### src/rtl/wbu_pkg.sv
package wbu_pkg;

   typedef enum logic [1:0] {
      BK_PLAIN = 2'd0,
      BK_LINK  = 2'd1,
      BK_XCHG  = 2'd2
   } br_kind_e;

   localparam int unsigned WORD_SHIFT = 2;

endpackage

### src/rtl/wbu_decode.sv
module wbu_decode
   import wbu_pkg::*;
#(
   parameter int unsigned XLEN   = 32,
   parameter int unsigned IMM_W  = 24,
   parameter int unsigned COND_W = 4
) (
   input  logic [XLEN-1:0]  opcode_i,
   output br_kind_e         kind_o,
   output logic [IMM_W-1:0] imm_o,
   output logic             half_o
);

   localparam int unsigned LINK_POS = IMM_W;
   localparam int unsigned COND_LSB = XLEN - COND_W;

   if (LINK_POS >= COND_LSB) begin : g_bad_layout
      $error("wbu_decode: link bit overlaps condition field");
   end

   logic [COND_W-1:0] cond;
   logic              xchg;
   logic              link_bit;

   assign cond     = opcode_i[XLEN-1:COND_LSB];
   assign xchg     = &cond;
   assign link_bit = opcode_i[LINK_POS];
   assign imm_o    = opcode_i[IMM_W-1:0];

   always_comb begin
      if (xchg) begin
         kind_o = BK_XCHG;
      end else if (link_bit) begin
         kind_o = BK_LINK;
      end else begin
         kind_o = BK_PLAIN;
      end
   end

   // In the exchange form the link bit becomes the halfword offset bit
   assign half_o = xchg & link_bit;

endmodule

### src/rtl/wbu_calc.sv
module wbu_calc
   import wbu_pkg::*;
#(
   parameter int unsigned XLEN     = 32,
   parameter int unsigned IMM_W    = 24,
   parameter int unsigned LINK_ADJ = 4
) (
   input  br_kind_e         kind_i,
   input  logic [IMM_W-1:0] imm_i,
   input  logic             half_i,
   input  logic [XLEN-1:0]  pc_i,
   output logic [XLEN-1:0]  target_o,
   output logic [XLEN-1:0]  link_o
);

   localparam int unsigned SH_W  = IMM_W + WORD_SHIFT;
   localparam int unsigned EXT_W = (XLEN > SH_W) ? XLEN - SH_W : 1;

   if (SH_W > XLEN) begin : g_bad_width
      $error("wbu_calc: shifted immediate wider than datapath");
   end

   logic [SH_W-1:0] shifted;
   logic [XLEN-1:0] base_off;
   logic [XLEN-1:0] half_off;
   logic [XLEN-1:0] offset;

   assign shifted = {imm_i, {WORD_SHIFT{1'b0}}};

   if (XLEN > SH_W) begin : g_sext
      assign base_off = {{EXT_W{shifted[SH_W-1]}}, shifted};
   end else begin : g_noext
      assign base_off = shifted[XLEN-1:0];
   end

   always_comb begin
      half_off    = '0;
      half_off[1] = half_i;
   end

   assign offset   = (kind_i == BK_XCHG) ? (base_off | half_off) : base_off;
   assign target_o = pc_i + offset;
   assign link_o   = pc_i - XLEN'(LINK_ADJ);

endmodule

### src/rtl/wbu_outreg.sv
module wbu_outreg
   import wbu_pkg::*;
#(
   parameter int unsigned XLEN      = 32,
   parameter bit          IDLE_ZERO = 1'b1
) (
   input  logic            clk,
   input  logic            rst_n,
   input  logic            exec_i,
   input  br_kind_e        kind_i,
   input  logic [XLEN-1:0] target_i,
   input  logic [XLEN-1:0] link_i,
   output logic            flush_o,
   output logic [XLEN-1:0] pc_new_o,
   output logic            lr_wr_o,
   output logic [XLEN-1:0] lr_data_o,
   output logic            narrow_set_o
);

   logic wants_link;
   assign wants_link = exec_i & (kind_i != BK_PLAIN);

   always_ff @(posedge clk or negedge rst_n) begin
      if (!rst_n) begin
         flush_o      <= 1'b0;
         lr_wr_o      <= 1'b0;
         narrow_set_o <= 1'b0;
      end else begin
         flush_o      <= exec_i;
         lr_wr_o      <= wants_link;
         narrow_set_o <= exec_i & (kind_i == BK_XCHG);
      end
   end

   if (IDLE_ZERO) begin : g_idle_zero
      always_ff @(posedge clk or negedge rst_n) begin
         if (!rst_n) begin
            pc_new_o  <= '0;
            lr_data_o <= '0;
         end else begin
            pc_new_o  <= exec_i ? target_i : '0;
            lr_data_o <= wants_link ? link_i : '0;
         end
      end
   end else begin : g_hold
      always_ff @(posedge clk or negedge rst_n) begin
         if (!rst_n) begin
            pc_new_o  <= '0;
            lr_data_o <= '0;
         end else begin
            if (exec_i) begin
               pc_new_o <= target_i;
            end
            if (wants_link) begin
               lr_data_o <= link_i;
            end
         end
      end
   end

endmodule

### src/rtl/wide_branch_unit.sv
module wide_branch_unit
   import wbu_pkg::*;
#(
   parameter int unsigned XLEN      = 32,
   parameter int unsigned IMM_W     = 24,
   parameter int unsigned COND_W    = 4,
   parameter int unsigned LINK_ADJ  = 4,
   parameter bit          IDLE_ZERO = 1'b1
) (
   input  logic            clk,
   input  logic            rst_n,
   input  logic            exec_i,
   input  logic [XLEN-1:0] opcode_i,
   input  logic [XLEN-1:0] pc_i,
   output logic            flush_o,
   output logic [XLEN-1:0] pc_new_o,
   output logic            lr_wr_o,
   output logic [XLEN-1:0] lr_data_o,
   output logic            narrow_set_o
);

   if (COND_W == 0 || COND_W >= XLEN) begin : g_bad_cond
      $error("wide_branch_unit: illegal condition field width");
   end

   br_kind_e         kind;
   logic [IMM_W-1:0] imm;
   logic             half;
   logic [XLEN-1:0]  target;
   logic [XLEN-1:0]  link;

   wbu_decode #(
      .XLEN   (XLEN),
      .IMM_W  (IMM_W),
      .COND_W (COND_W)
   ) decode_i (
      .opcode_i (opcode_i),
      .kind_o   (kind),
      .imm_o    (imm),
      .half_o   (half)
   );

   wbu_calc #(
      .XLEN     (XLEN),
      .IMM_W    (IMM_W),
      .LINK_ADJ (LINK_ADJ)
   ) calc_i (
      .kind_i   (kind),
      .imm_i    (imm),
      .half_i   (half),
      .pc_i     (pc_i),
      .target_o (target),
      .link_o   (link)
   );

   wbu_outreg #(
      .XLEN      (XLEN),
      .IDLE_ZERO (IDLE_ZERO)
   ) outreg_i (
      .clk          (clk),
      .rst_n        (rst_n),
      .exec_i       (exec_i),
      .kind_i       (kind),
      .target_i     (target),
      .link_i       (link),
      .flush_o      (flush_o),
      .pc_new_o     (pc_new_o),
      .lr_wr_o      (lr_wr_o),
      .lr_data_o    (lr_data_o),
      .narrow_set_o (narrow_set_o)
   );

endmodule

### config.mk
export PLATFORM = sky130hd
export DESIGN_NAME = wide_branch_unit
export DESIGN_NICKNAME = d
export VERILOG_FILES = /design/src/rtl/wbu_pkg.sv /design/src/rtl/wbu_decode.sv /design/src/rtl/wbu_calc.sv /design/src/rtl/wbu_outreg.sv /design/src/rtl/wide_branch_unit.sv
export SDC_FILE = /design/constraint.sdc
export NUM_CORES = 1
export LEC_CHECK = 0
export BUFFER_PORTS_ARGS = -buffer_cell sky130_fd_sc_hd__buf_2
export CORE_MARGIN = 2
export CORE_UTILIZATION = 45
export CTS_BUF_LIST = sky130_fd_sc_hd__clkbuf_16
export CTS_CLUSTER_SIZE = 12
export DETAILED_ROUTE_END_ITERATION = 10
export GPL_TIMING_DRIVEN = 0
export PLACE_DENSITY = 0.75
export RECOVER_POWER = 100
export SYNTH_ARGS = -nofsm -noshare
export SYNTH_HDL_FRONTEND = slang
export SYNTH_SLANG_ARGS = --single-unit
### constraint.sdc
create_clock -name clk -period 0.8 [get_ports clk]
set_input_delay 0.16 -clock clk [delete_from_list [all_inputs] [get_ports clk]]
set_output_delay 0.16 -clock clk [all_outputs]
set_load 0.005 [all_outputs]
; Word level (Yosys, flattened, before mapping)
; Cells that the tools add are included.
[classes]
n_addsub = 2
mul = 0
n_div = 0
magnitude_cmp = 0
n_eq_ne = 1
shifts = 0
muxes = 5
bitwise = 4
reduce_logical = 2
[op_table]
columns = cell, n
row1 = 2-to-1 mux 32 bit, 3
row2 = adder 32 bit, 1
row3 = bitwise OR 32 x 2 -> 32 bit, 1
row4 = "subtractor 32 x 3 -> 32 bit, second input constant", 1
row5 = AND reduction 4 bit, 1
row6 = bitwise AND 1 bit, 3
row7 = "== test 2 bit, second input constant", 1
row8 = 2-to-1 mux 2 bit, 1
row9 = nonzero test 2 bit, 1
row10 = 2-to-1 mux 1 bit, 1
[word_totals]
ff_bits = 67
latchBits = 0
ram_bits = 0
rom_bits = 0
input_bits = 67
output_inout_bits = 67
wordCells = 19
mem_count = 0

; Depth between registers and ports, before layout
[depth]
depth_word = 6
mapped_depth = 13

; Hierarchy
; From an unflattened synthesis, not the netlist that was laid out.
[unflattened]
hier_cells = 509
hier_area_um2 = 4897.2
[modules_own_cells]
columns = mod, instances, cells_per_inst, area_per_inst_um2
row1 = wbu_outreg, 1, 148, 2396.0
row2 = wbu_calc, 1, 333, 2289.7
row3 = wbu_decode, 1, 28, 211.5

; Worst setup path before layout
; No wires, ideal clock.
[synth_path]
path_kind = in2reg
start = in pc_i[16]
end = reg outreg_i.lr_data_o[31]
t_arrival_ns = 2.386
path_slack_ns = -1.718
stages = 8
path_cell_list = or4_4 -> or3_4 -> or3_4 -> or4_4 -> or2_4 -> nor3_2 -> xnor2_1 -> nor2_1
[synth_via]
elab_chain_len = 2
[synth_lines]
columns = item, line_no
row1 = "start, declared", wide_branch_unit.sv:14  ; input logic [XLEN-1:0] pc_i,
row2 = subtractor 32 x 3 -> 32 bit, wbu_calc.sv:43  ; assign link_o = pc_i - XLEN'(LINK_ADJ);
row3 = 2-to-1 mux 32 bit, wbu_outreg.sv:42  ; lr_data_o <= wants_link ? link_i : '0;
row4 = "end signal, assigned", wbu_outreg.sv:42
row5 = "end, declared", wbu_outreg.sv:16  ; output logic [XLEN-1:0] lr_data_o,
; No other way between the ends.

; Final worst setup path
[layout_path]
start = in opcode_i[30]
end = reg outreg_i.pc_new_o[31]
[layout_via]
elab_chain_len = 6
elab_cells_between_ends = 8
cone_classes = 1 x add/sub / 1 x eq/ne / 3 x mux / 2 x bitwise / 1 x reduce/logical
[layout_lines]
columns = item, line_no
row1 = "start, declared", wide_branch_unit.sv:13  ; input logic [XLEN-1:0] opcode_i,
row2 = AND reduction 4 bit *, wbu_decode.sv:26  ; assign xchg = &cond;
row3 = 2-to-1 mux 2 bit or bitwise AND 1 bit (tied branches), "wbu_decode.sv:31, wbu_decode.sv:41"
row4 = == test 2 bit or bitwise OR 32 x 2 -> 32 bit (tied branches), wbu_calc.sv:41  ; assign offset = (kind_i == BK_XCHG) ? (base_off | half_off) : base_off;
row5 = 2-to-1 mux 32 bit *, wbu_calc.sv:41
row6 = adder 32 bit *, wbu_calc.sv:42  ; assign target_o = pc_i + offset;
row7 = 2-to-1 mux 32 bit *, wbu_outreg.sv:41  ; pc_new_o <= exec_i ? target_i : '0;
row8 = "end signal, assigned", wbu_outreg.sv:41
row9 = "end, declared", wbu_outreg.sv:14  ; output logic [XLEN-1:0] pc_new_o,
; Mark *: on every way between the ends. The rest lies on a longest branch, timed or not.

==> impl_metrics.ini <==
[clock_network]
cts_buffer_depth = 2
numCtsBuffers = 9
tritoncts = yes
clock_sinks = 67
cts-htree-levels = 3
cts_root_buffer = clkbuf_16
cts.clk_slew.worst_paths_ps = 60

[sta]
tns_ps = -64900
layout_worst_path_cycle_share = 2.98
finalSetupViolCount = 125
holdWs_ps = -24.5
rsz0062_at_grt = yes
max_freq_mhz = 419
hold_viol_final = 34
slew_viol_final = 0
worst_slack_ps = -1590
period_minus_slack_ps = 2390
slew_headroom = 0.408
worst_pin_slew_ps = 888

[place]
place_worst_setup_slack_ps = -2100
io_buffers = 130
dpl.hpwl_um = 8900
finalWeightedCongestion = 0.941
postPlaceCellArea_um2 = 5010

[status]
outcome = finished, violations left
violations = negative hold slack, negative setup slack

[logic_synthesis]
syn_area_per_cell_um2 = 9.41
synth_seq_cells = 67
synth_edf_count = 0
ys_seq_area_frac = 0.410
syn_inst = 435
syn_area_um2 = 4090
synth_ff_type = dfrtp_1
synthArstFlopShare = 1.00
yosysWarningCount = 0
ys_types = 46
synth_nets = 534

[layout]
antenna_cells = 0
fill_cells = 649
multiInputGateArea_um2 = 2850
area_delta_synth_final_pct = 49.2
final_common_cell = buf_2
regArea_um2 = 1680
layout-drive-gt1-share = 0.442
final_area_um2 = 6110
fin_nets = 717
mostFrequentLayoutCells = 120 x buf_2, 67 x dfrtp_1, 40 x nor2_1

[critical_path]
cp-end-kind = register
cp.arrival_ps = 2640
timing_worst_setup_path_type = input port to register
required_ps = 1060
critPathLaunchType = input port
cp_max_fo = 2

[power]
p_leak_nw = 2.98
ir_drop_mv = 1.03
power_density_nw_per_um2 = 1650

[routing]
wire_per_inst_um = 17.5
via_per_inst = 5.49
postRouteAntennaNets = 0
finalWirelength_um = 12800
first_pass_iters = 5
drtIter0Drc = 173
num_vias = 4011
drc = 0

[global_routing]
grt_overflow_total = 0
grt_start_max_net_pins = 68
antenna_found_initial = 0
grt_pass1_vias = 3880
grt_pass1_wl_um = 19600
globalRouteTotalUtil = 0.254

[die]
die_w_um = 99.4
ioPinCount = 134
dieArea_um2 = 9870
die_h_um = 99.4
initial_core_util = 0.467
core_area_um2 = 8760
core.rowCount = 34

[job]
maxCapViolCount = 0

[min_path]
hold_class = input port to asynchronous set/reset pin
[synthesized netlist by cell type, types with 3 or more instances]
master,n,area share
dfrtp_1,67,0.41
nor2_1,44,0.040
a21oi_1,38,0.046
ha_1,31,0.095
nand2_1,29,0.027
xnor2_1,28,0.060
and2_1,26,0.040
o21ai_0,22,0.027
a21o_1,15,0.028
xor2_1,15,0.032
nor3_1,11,0.013
clkbuf_1,10,0.0092
inv_1,8,0.0073
o21bai_1,8,0.015
nand3_1,7,0.0086
nor2b_1,7,0.011
or3_1,7,0.011
nand2b_1,6,0.0092
nand4_1,5,0.0076
and3_1,4,0.0061
mux2i_1,4,0.0098
nor4_1,3,0.0046
o21a_1,3,0.0055
o31ai_1,3,0.0055
[cell type report]
type,count,share of cell area
Inverter,8,0.00492
Clock inverter,6,0.00574
Timing Repair Buffer,173,0.181
Buffer,9,0.00820
Tap cell,108,0.0221
Clock buffer,9,0.0369
Multi-Input combinational cell,350,0.466
Sequential cell,67,0.275
[routing by layer]
layer	global-route usage	vias up	wire length (um)
met1	0.347	1924	5490
met5	0	-	0
met3	0.0323	35	732
met4	0.121	0	423
li1	-	1894	-
met2	0.401	158	6130
[power by group]
group	total [W]	internal (W)	switching, W
registers	0.00373	0.00366	0.0000659
clock network	0.00350	0.00205	0.00145
logic	0.00286	0.00131	0.00156
[timing repair]
action,4_1_cts,5_1_grt
endpoints found under the setup margin,189,124
gates cloned,0,0
pin swaps,36,35
buffers inserted,29,19
hold endpoints to repair,67,0
resized for setup,71,44
[cell families after synthesis]
group | share of synthesized area
compound gates | 0.154
simple gates | 0.219
xor+xnor | 0.0920
mux | 0.00978
fa+ha+maj | 0.0997
flops | 0.410
buf+inv | 0.0165
[through the flow]
| stage | power (W) | cells | utilization |
|---|---|---|---|
| CTS | 0.00998 | 716 | 0.664 |
| detailed placement | 0.00616 | 673 | 0.572 |
| global placement | 0.00612 | 673 | 0.572 |
| floorplan | 0.00522 | 435 | - |
| global route | 0.0105 | 730 | 0.697 |
| finish | 0.0101 | 730 | 0.697 |
[worst paths after layout]
check	startpoint	to	slack, ps
max	opcode_i[30]	outreg_i.pc_new_o[31]	-1590
min	rst_n	outreg_i.pc_new_o[8]	-20
max in group asynchronous	rst_n	outreg_i.lr_data_o[23]	240
min in group clk	exec_i	outreg_i.flush_o	40
[flip-flops by register name, indices dropped and copies added (netlist names)]
name / cells
outreg_i.pc_new_o: 32
outreg_i.flush_o: 1
outreg_i.narrow_set_o: 1
outreg_i.lr_wr_o: 1
outreg_i.lr_data_o: 32
[worst max-delay path, cell delays in order]
cell and delay (ps):
buf_6 70, and4_4 220, and2_4 150, ha_4 130
inv_2 40, fa_2 370, nor2b_4 160, o2111ai_4 130
a21oi_2 180, buf_4 150, o21ai_4 60, a21oi_4 230
buf_6 140, o311ai_2 110, a21o_1 200, a21boi_2 130
No activity file was read; power rests on OpenSTA's default activity.
